===== config.mk =====
export PLATFORM = sky130hd
export DESIGN_NAME = priv_ctl_unit
export DESIGN_NICKNAME = d
export VERILOG_FILES = /design/src/rtl/priv_ctl_pkg.sv /design/src/rtl/pcu_rst_sync.sv /design/src/rtl/pcu_access_ctl.sv /design/src/rtl/pcu_regfile.sv /design/src/rtl/pcu_vector_gen.sv /design/src/rtl/priv_ctl_unit.sv
export SDC_FILE = /design/constraint.sdc
export NUM_CORES = 1
export LEC_CHECK = 0
export BUFFER_PORTS_ARGS = -buffer_cell sky130_fd_sc_hd__buf_2
export CORE_AREA = 2 2 124 126
export DETAILED_ROUTE_END_ITERATION = 16
export DIE_AREA = 0 0 126 128
export PLACE_DENSITY_LB_ADDON = 0.25
export SKIP_CTS_REPAIR_TIMING = 1
export SLEW_MARGIN = 20
export SYNTH_ARGS = -nofsm -noshare
export SYNTH_HDL_FRONTEND = slang
export SYNTH_SLANG_ARGS = --single-unit

===== constraint.sdc =====
create_clock -name clk -period 8.3 [get_ports clk]
set_clock_uncertainty 0.05 [all_clocks]
set_input_delay 0.415 -clock clk [delete_from_list [all_inputs] [get_ports clk]]
set_output_delay 0.415 -clock clk [all_outputs]
set_load 0.05 [all_outputs]

===== src/rtl/priv_ctl_pkg.sv =====
package priv_ctl_pkg;
  localparam int unsigned SEL_W    = 3;
  localparam int unsigned NUM_CREG = 4;

  typedef enum logic [SEL_W-1:0] {
    CREG_SFC = 3'd0,
    CREG_DFC = 3'd1,
    CREG_USP = 3'd2,
    CREG_VBR = 3'd3
  } creg_sel_e;
endpackage


===== src/rtl/pcu_rst_sync.sv =====
module pcu_rst_sync #(
  parameter int unsigned STAGES = 2
) (
  input  logic clk,
  input  logic rst_n,
  output logic rst_sync_n
);
  logic [STAGES-1:0] sync_q;
  logic [STAGES-1:0] sync_d;

  always_comb begin
    sync_d = {sync_q[STAGES-2:0], 1'b1};
  end

  always_ff @(posedge clk or negedge rst_n) begin
    if (!rst_n) sync_q <= '0;
    else        sync_q <= sync_d;
  end

  assign rst_sync_n = sync_q[STAGES-1];
endmodule


===== src/rtl/pcu_access_ctl.sv =====
module pcu_access_ctl
  import priv_ctl_pkg::*;
#(
  parameter int unsigned DATA_W = 32,
  parameter int unsigned FC_W   = 3
) (
  input  logic                clk,
  input  logic                rst_n,
  input  logic                req_i,
  input  logic                we_i,
  input  logic                sup_i,
  input  logic [SEL_W-1:0]    sel_i,
  input  logic [DATA_W-1:0]   wdata_i,
  input  logic [FC_W-1:0]     sfc_i,
  input  logic [FC_W-1:0]     dfc_i,
  input  logic [DATA_W-1:0]   usp_i,
  input  logic [DATA_W-1:0]   vbr_i,
  output logic [NUM_CREG-1:0] wr_en_o,
  output logic [DATA_W-1:0]   wr_data_o,
  output logic [DATA_W-1:0]   rdata_o,
  output logic                priv_viol_o,
  output logic                illegal_o
);
  localparam logic [SEL_W-1:0] LAST_SEL = SEL_W'(NUM_CREG - 1);

  logic              legal;
  logic              granted;
  logic [DATA_W-1:0] rd_val;
  logic              rd_en;
  logic [DATA_W-1:0] rdata_d;
  logic              viol_d;
  logic              ill_d;

  assign legal     = (sel_i <= LAST_SEL);
  assign granted   = req_i && sup_i;
  assign wr_data_o = wdata_i;

  for (genvar g = 0; g < NUM_CREG; g++) begin : g_wr_en
    assign wr_en_o[g] = granted && we_i && (sel_i == SEL_W'(g));
  end

  always_comb begin
    rd_val = '0;
    unique case (sel_i)
      CREG_SFC: rd_val = {{(DATA_W-FC_W){1'b0}}, sfc_i};
      CREG_DFC: rd_val = {{(DATA_W-FC_W){1'b0}}, dfc_i};
      CREG_USP: rd_val = usp_i;
      CREG_VBR: rd_val = vbr_i;
      default:  rd_val = '0;
    endcase
  end

  always_comb begin
    viol_d  = req_i && !sup_i;
    ill_d   = granted && !legal;
    rd_en   = req_i && !we_i;
    rdata_d = (granted && legal) ? rd_val : '0;
  end

  always_ff @(posedge clk or negedge rst_n) begin
    if (!rst_n) begin
      priv_viol_o <= 1'b0;
      illegal_o   <= 1'b0;
    end else begin
      priv_viol_o <= viol_d;
      illegal_o   <= ill_d;
    end
  end

  always_ff @(posedge clk or negedge rst_n) begin
    if (!rst_n)     rdata_o <= '0;
    else if (rd_en) rdata_o <= rdata_d;
  end

  AST_VIOL_CAUSE: assert property (@(posedge clk) disable iff (!rst_n)
    priv_viol_o |-> $past(req_i && !sup_i));
  AST_FLAGS_EXCL: assert property (@(posedge clk) disable iff (!rst_n)
    !(priv_viol_o && illegal_o));
  AST_ILLEGAL_READ_ZERO: assert property (@(posedge clk) disable iff (!rst_n)
    (illegal_o && !$past(we_i)) |-> (rdata_o == '0));
  AST_ILLEGAL_CAUSE: assert property (@(posedge clk) disable iff (!rst_n)
    illegal_o |-> $past(req_i && sup_i));
endmodule


===== src/rtl/pcu_regfile.sv =====
module pcu_regfile
  import priv_ctl_pkg::*;
#(
  parameter int unsigned DATA_W = 32,
  parameter int unsigned FC_W   = 3
) (
  input  logic                clk,
  input  logic                rst_n,
  input  logic [NUM_CREG-1:0] wr_en_i,
  input  logic [DATA_W-1:0]   wr_data_i,
  output logic [FC_W-1:0]     sfc_o,
  output logic [FC_W-1:0]     dfc_o,
  output logic [DATA_W-1:0]   usp_o,
  output logic [DATA_W-1:0]   vbr_o
);
  localparam int unsigned NUM_FC = 2;

  logic [FC_W-1:0]   fc_q [NUM_FC];
  logic [DATA_W-1:0] wide_q [NUM_CREG-NUM_FC];

  for (genvar g = 0; g < NUM_FC; g++) begin : g_fc
    logic [FC_W-1:0] fc_d;
    always_comb fc_d = wr_data_i[FC_W-1:0];
    always_ff @(posedge clk or negedge rst_n) begin
      if (!rst_n)          fc_q[g] <= '0;
      else if (wr_en_i[g]) fc_q[g] <= fc_d;
    end
  end

  for (genvar g = 0; g < NUM_CREG - NUM_FC; g++) begin : g_wide
    always_ff @(posedge clk or negedge rst_n) begin
      if (!rst_n)                 wide_q[g] <= '0;
      else if (wr_en_i[g+NUM_FC]) wide_q[g] <= wr_data_i;
    end
  end

  assign sfc_o = fc_q[CREG_SFC];
  assign dfc_o = fc_q[CREG_DFC];
  assign usp_o = wide_q[int'(CREG_USP) - NUM_FC];
  assign vbr_o = wide_q[int'(CREG_VBR) - NUM_FC];

  AST_ONE_WRITE: assert property (@(posedge clk) disable iff (!rst_n)
    $onehot0(wr_en_i));
endmodule


===== src/rtl/pcu_vector_gen.sv =====
module pcu_vector_gen #(
  parameter int unsigned DATA_W = 32,
  parameter int unsigned EXC_W  = 8
) (
  input  logic              clk,
  input  logic              rst_n,
  input  logic [DATA_W-1:0] vbr_i,
  input  logic [EXC_W-1:0]  exc_num_i,
  output logic [DATA_W-1:0] vec_addr_o
);
  localparam int unsigned OFS_W = EXC_W + 2;

  logic [OFS_W-1:0] offset;

  assign offset     = {exc_num_i, 2'b00};
  assign vec_addr_o = vbr_i + DATA_W'(offset);

  AST_VEC_STEP: assert property (@(posedge clk) disable iff (!rst_n)
    ($stable(vbr_i) && (exc_num_i != '0) && (exc_num_i == EXC_W'($past(exc_num_i) + 1'b1)))
      |-> (vec_addr_o == $past(vec_addr_o) + DATA_W'(4)));
endmodule


===== src/rtl/priv_ctl_unit.sv =====
module priv_ctl_unit
  import priv_ctl_pkg::*;
#(
  parameter int unsigned DATA_W = 32,
  parameter int unsigned FC_W   = 3,
  parameter int unsigned EXC_W  = 8
) (
  input  logic              clk,
  input  logic              rst_n,
  input  logic              supervisor_i,
  input  logic              creg_req_i,
  input  logic              creg_we_i,
  input  logic [SEL_W-1:0]  creg_sel_i,
  input  logic [DATA_W-1:0] creg_wdata_i,
  output logic [DATA_W-1:0] creg_rdata_o,
  output logic              priv_viol_o,
  output logic              illegal_reg_o,
  input  logic              alt_is_write_i,
  output logic [FC_W-1:0]   alt_fc_o,
  input  logic [EXC_W-1:0]  exc_num_i,
  output logic [DATA_W-1:0] vec_addr_o
);
  logic                rst_sync_n;
  logic [NUM_CREG-1:0] wr_en;
  logic [DATA_W-1:0]   wr_data;
  logic [FC_W-1:0]     sfc_q;
  logic [FC_W-1:0]     dfc_q;
  logic [DATA_W-1:0]   usp_q;
  logic [DATA_W-1:0]   vbr_q;

  pcu_rst_sync #(.STAGES(2)) u_rst_sync (
    .clk        (clk),
    .rst_n      (rst_n),
    .rst_sync_n (rst_sync_n)
  );

  pcu_access_ctl #(.DATA_W(DATA_W), .FC_W(FC_W)) u_access (
    .clk         (clk),
    .rst_n       (rst_sync_n),
    .req_i       (creg_req_i),
    .we_i        (creg_we_i),
    .sup_i       (supervisor_i),
    .sel_i       (creg_sel_i),
    .wdata_i     (creg_wdata_i),
    .sfc_i       (sfc_q),
    .dfc_i       (dfc_q),
    .usp_i       (usp_q),
    .vbr_i       (vbr_q),
    .wr_en_o     (wr_en),
    .wr_data_o   (wr_data),
    .rdata_o     (creg_rdata_o),
    .priv_viol_o (priv_viol_o),
    .illegal_o   (illegal_reg_o)
  );

  pcu_regfile #(.DATA_W(DATA_W), .FC_W(FC_W)) u_regs (
    .clk       (clk),
    .rst_n     (rst_sync_n),
    .wr_en_i   (wr_en),
    .wr_data_i (wr_data),
    .sfc_o     (sfc_q),
    .dfc_o     (dfc_q),
    .usp_o     (usp_q),
    .vbr_o     (vbr_q)
  );

  pcu_vector_gen #(.DATA_W(DATA_W), .EXC_W(EXC_W)) u_vec (
    .clk        (clk),
    .rst_n      (rst_sync_n),
    .vbr_i      (vbr_q),
    .exc_num_i  (exc_num_i),
    .vec_addr_o (vec_addr_o)
  );

  always_comb begin
    alt_fc_o = alt_is_write_i ? dfc_q : sfc_q;
  end

  AST_USER_NO_CHANGE: assert property (@(posedge clk) disable iff (!rst_sync_n)
    (creg_req_i && !supervisor_i) |=> $stable({sfc_q, dfc_q, usp_q, vbr_q}));
  AST_FC_UPPER_ZERO: assert property (@(posedge clk) disable iff (!rst_sync_n)
    $past(creg_req_i && supervisor_i && !creg_we_i &&
          (creg_sel_i == CREG_SFC || creg_sel_i == CREG_DFC))
      |-> (creg_rdata_o[DATA_W-1:FC_W] == '0));
  AST_ILLEGAL_NO_WRITE: assert property (@(posedge clk) disable iff (!rst_sync_n)
    (creg_req_i && creg_sel_i > CREG_VBR) |=> $stable({sfc_q, dfc_q, usp_q, vbr_q}));
endmodule


==> results.cfg <==
[run_status]
result_of_the_run = finished clean

[critical_path]
r2r_cells = 1
worstReg2RegEnd = u_access.rdata_o[17]$_DFFE_PN0P_
worst-setup-path-type = reg -> out
worstPathArrival_ps = 3210
kind_of_start_point_of_the_critical_path = flop
crit_required_ps = 7840
crit_path_cell_trace = ha_1 > inv_1 > fa_1 > nor2b_1 > o31a_1 > o21ai_1 > a311oi_1 > xor2_1 > buf_2
worstSetupEndpointType = output pin
timing.critical_path.fanout_max = 12
r2r_slack_ps = 6990
cpPeakStageDelay_ps = 870
crit_path_top_delay_cell = sky130_fd_sc_hd__o21ai_1
r2r_start = u_rst_sync.sync_q[1]$_DFF_PN0_

[timing]
worstMarginPinSlew_ps = 1140
fin_tns_setup_ps = 0
fmax_ghz = 0.272
layout_worst_path_cycle_share_pct = 44.3
finalSetupViolCount = 0
worst_slew_margin_rel_pct = 23.7
final-hold-violation-count = 0
timing_max_transition_violations_final = 0
grt_setup_unrepaired = no
post-route-min-period_ps = 3680

[pwr]
comb_power_share_pct = 28.9
internal_power_w = 0.000971
net_switching_power_w = 0.000565
power.density_cell_area_nw_per_um2 = 248
maximum_vdd_drop_v = 0.000114
total_leakage_power_nw = 2.92
sw_frac_of_total_pct = 36.8
pwr-share-seq_pct = 43.0
share_clk_of_total_power_pct = 28.1

[drt]
drt-pass1-iter-count = 4
num_vias = 3859
drc = 0
first_iter_violations = 196
post_drt_via_cell_ratio = 5.32
postRouteAntennaNets = 0
routed_wl_um = 13300
route.detailed.wl_per_inst_um = 18.4

[cts]
cts-buffers-inserted = 9
cts_tree = built
numClockSinks = 106
clkTransAtPathRegs_ps = 70
ctsRootBufferMaster = sky130_fd_sc_hd__clkbuf_16
clock_tree.htree_level_count = 3
cts_max_path_buffers = 2
worstSkewPairLatency_ps = 350

[die]
floorplan.initialDensity_pct = 34.2
floorplan.die_area_um2 = 16100
placementRows = 45
core_area_um2 = 14900
die_y_um = 128
die_width_um = 126
io_pins = 118

[global_routing]
antenna_found_initial = 0
grt-ovfl-total = 0
grt_first_pass_wirelength_um = 21600
grt_max_degree = 84
first_global_vias = 4026
grtUsageTotal_pct = 17.1

[placed_design]
placed_area_um2 = 5830
dp.final_hpwl_um = 9130
routabilityCongestion = 0.778
io_buffer_count = 117

[yosys]
synthesis.nets = 483
synth.ff_latch_count = 106
synth.cell_area_um2 = 5080
ys.warnings.count = 0
synthesis.area_per_instance_um2 = 11.9
postSynthCellCount = 425
seq_total_area_yosys_pct = 52.2
synth_cell_type_count = 47

[layout]
insertedDiodeCount = 0
syn2layout_area_growth_pct = 22.0
final_nets = 591
postLayoutCellArea_um2 = 6190
post_route_cells_drive_above_1_share_pct = 34.2

[flow_run]
max_cap_violations = 0

[worst_hold_path]
hold_path_class = reg -> async
-- synthesized netlist by cell type, drive strengths merged --
cell / number / share of area, %
a22oi: 29 / 4.3
mux2: 71 / 16
and3: 2 / 0.25
xnor2: 15 / 2.6
buf: 14 / 1.5
o21a: 2 / 0.30
nand2: 43 / 3.2
inv: 8 / 0.59
nor3b: 2 / 0.39
nand4: 11 / 1.8
a31oi: 1 / 0.12
nor2b: 2 / 0.25
a21o: 2 / 0.30
nor4b: 1 / 0.17
fa: 1 / 0.39
a21oi: 5 / 0.49
and3b: 1 / 0.17
nor3: 3 / 0.39
conb: 1 / 0.074
o211ai: 2 / 0.39
clkbuf: 14 / 1.0
o2bb2ai: 1 / 0.17
a311oi: 9 / 1.6
or3b: 1 / 0.17
ha: 8 / 2.0
nor2: 8 / 0.64
nand3: 2 / 0.20
dfrtp: 106 / 52
nor4: 3 / 0.67
a22o: 3 / 0.52
a211oi: 2 / 0.30
o31a: 2 / 0.35
mux4: 3 / 1.3
o21ai: 35 / 3.5
xor2: 11 / 1.9
nand2b: 1 / 0.12
-- critical path, delay by kind of cell, from the launching register on --
kind                     cells  cell delay, ps
AO/OA/AOI/OAI                3            1380
flip-flops                   1             400
adder cells (fa/ha/maj)      2             450
buffers and inverters        2             360
XOR/XNOR                     1             200
AND/OR/NAND/NOR              1              70
-- layout by cell type (no fill, tap or decap), drive strengths merged, types with 2 or more instances in the layout --
cell    instances
buf           124
dfrtp         106
mux2           71
nand2          43
o21ai          35
a22oi          29
xnor2          15
clkbuf         12
xor2           11
nand4          11
a311oi          9
ha              8
inv             8
nor2            8
a21oi           5
mux4            3
a22o            3
nor3            3
nor4            3
a211oi          2
o31a            2
nand3           2
and3            2
nor2b           2
o21a            2
a21o            2
o211ai          2
nor3b           2
clkinv          2
-- power groups by stage --
stage | logic, W | registers (W) | clock network, W
global route | 0.000474 | 0.000672 | 0.000465
floorplan | 0.000332 | 0.000666 | 0
finish | 0.000445 | 0.000660 | 0.000432
detailed placement | 0.000447 | 0.000670 | 0
CTS | 0.000449 | 0.000660 | 0.000443
global placement | 0.000441 | 0.000665 | 0
-- area by class of cell --
type,count,area [um^2]
flip-flops and latches,106,2660
well taps,188,235
inverters,8,30.0
clock inverters,4,51.3
clock buffers,12,246
repair buffers,125,692
multi-input cells,283,2280
fillers,1465,8670
-- stage by stage --
step	cells	power [W]	util, %	hold WS (ps)	worst slack, ps
finish	726	0.00154	41.7	163	4620
global route	726	0.00161	41.7	193	4390
detailed placement	707	0.00112	39.2	152	4860
global placement	707	0.00111	39.2	149	4940
CTS	723	0.00155	41.2	-224	4570
floorplan	425	0.000998	-	69.4	5080
-- worst max-delay path by stage --
stage,to,startpoint,slack (ps),cells after the start
final,vec_addr_o[30],u_regs.vbr_o[2]$_DFFE_PN0P_,4620,9
after global routing,vec_addr_o[26],u_regs.vbr_o[2]$_DFFE_PN0P_,4390,9
after CTS,vec_addr_o[30],u_regs.vbr_o[2]$_DFFE_PN0P_,4570,9
after detailed placement,vec_addr_o[30],exc_num_i[0],4860,10
after global placement,vec_addr_o[16],exc_num_i[0],4940,10
after floorplan,u_access.illegal_o$_DFF_PN0_,u_rst_sync.sync_q[1]$_DFF_PN0_,5080,0
-- per-layer routing --
layer	track usage, %	wire [um]	part of all wire [%]	up-vias
met2	28.1	6330	47	106
met4	4.98	192	1.4	0
met3	4.22	739	5.5	16
met5	0	0	0	-
li1	-	-	-	1767
met1	22.6	6080	46	1970
-- logic make-up (layout without fill, tap and decap cells) --
logic type	after synthesis	after routing	synth area share (%)
xor+xnor	26	26	4.48
flops	106	106	52.2
fa+ha+maj	9	9	2.37
compound gates	93	93	12.2
simple gates	80	80	8.38
mux	74	74	17.1
buf+inv	36	149	3.15
other cells	1	1	0.0739
-- registers in the layout (all words and copies together) (netlist names) --
| signal | cells |
|---|---|
| u_access.rdata_o | 32 |
| u_regs.usp_o | 32 |
| u_regs.vbr_o | 32 |
| u_regs.dfc_o | 3 |
| u_regs.sfc_o | 3 |
| u_rst_sync.sync_q | 2 |
| u_access.illegal_o | 1 |
| u_access.priv_viol_o | 1 |
Note: power is estimated with default switching activity, not from simulation.
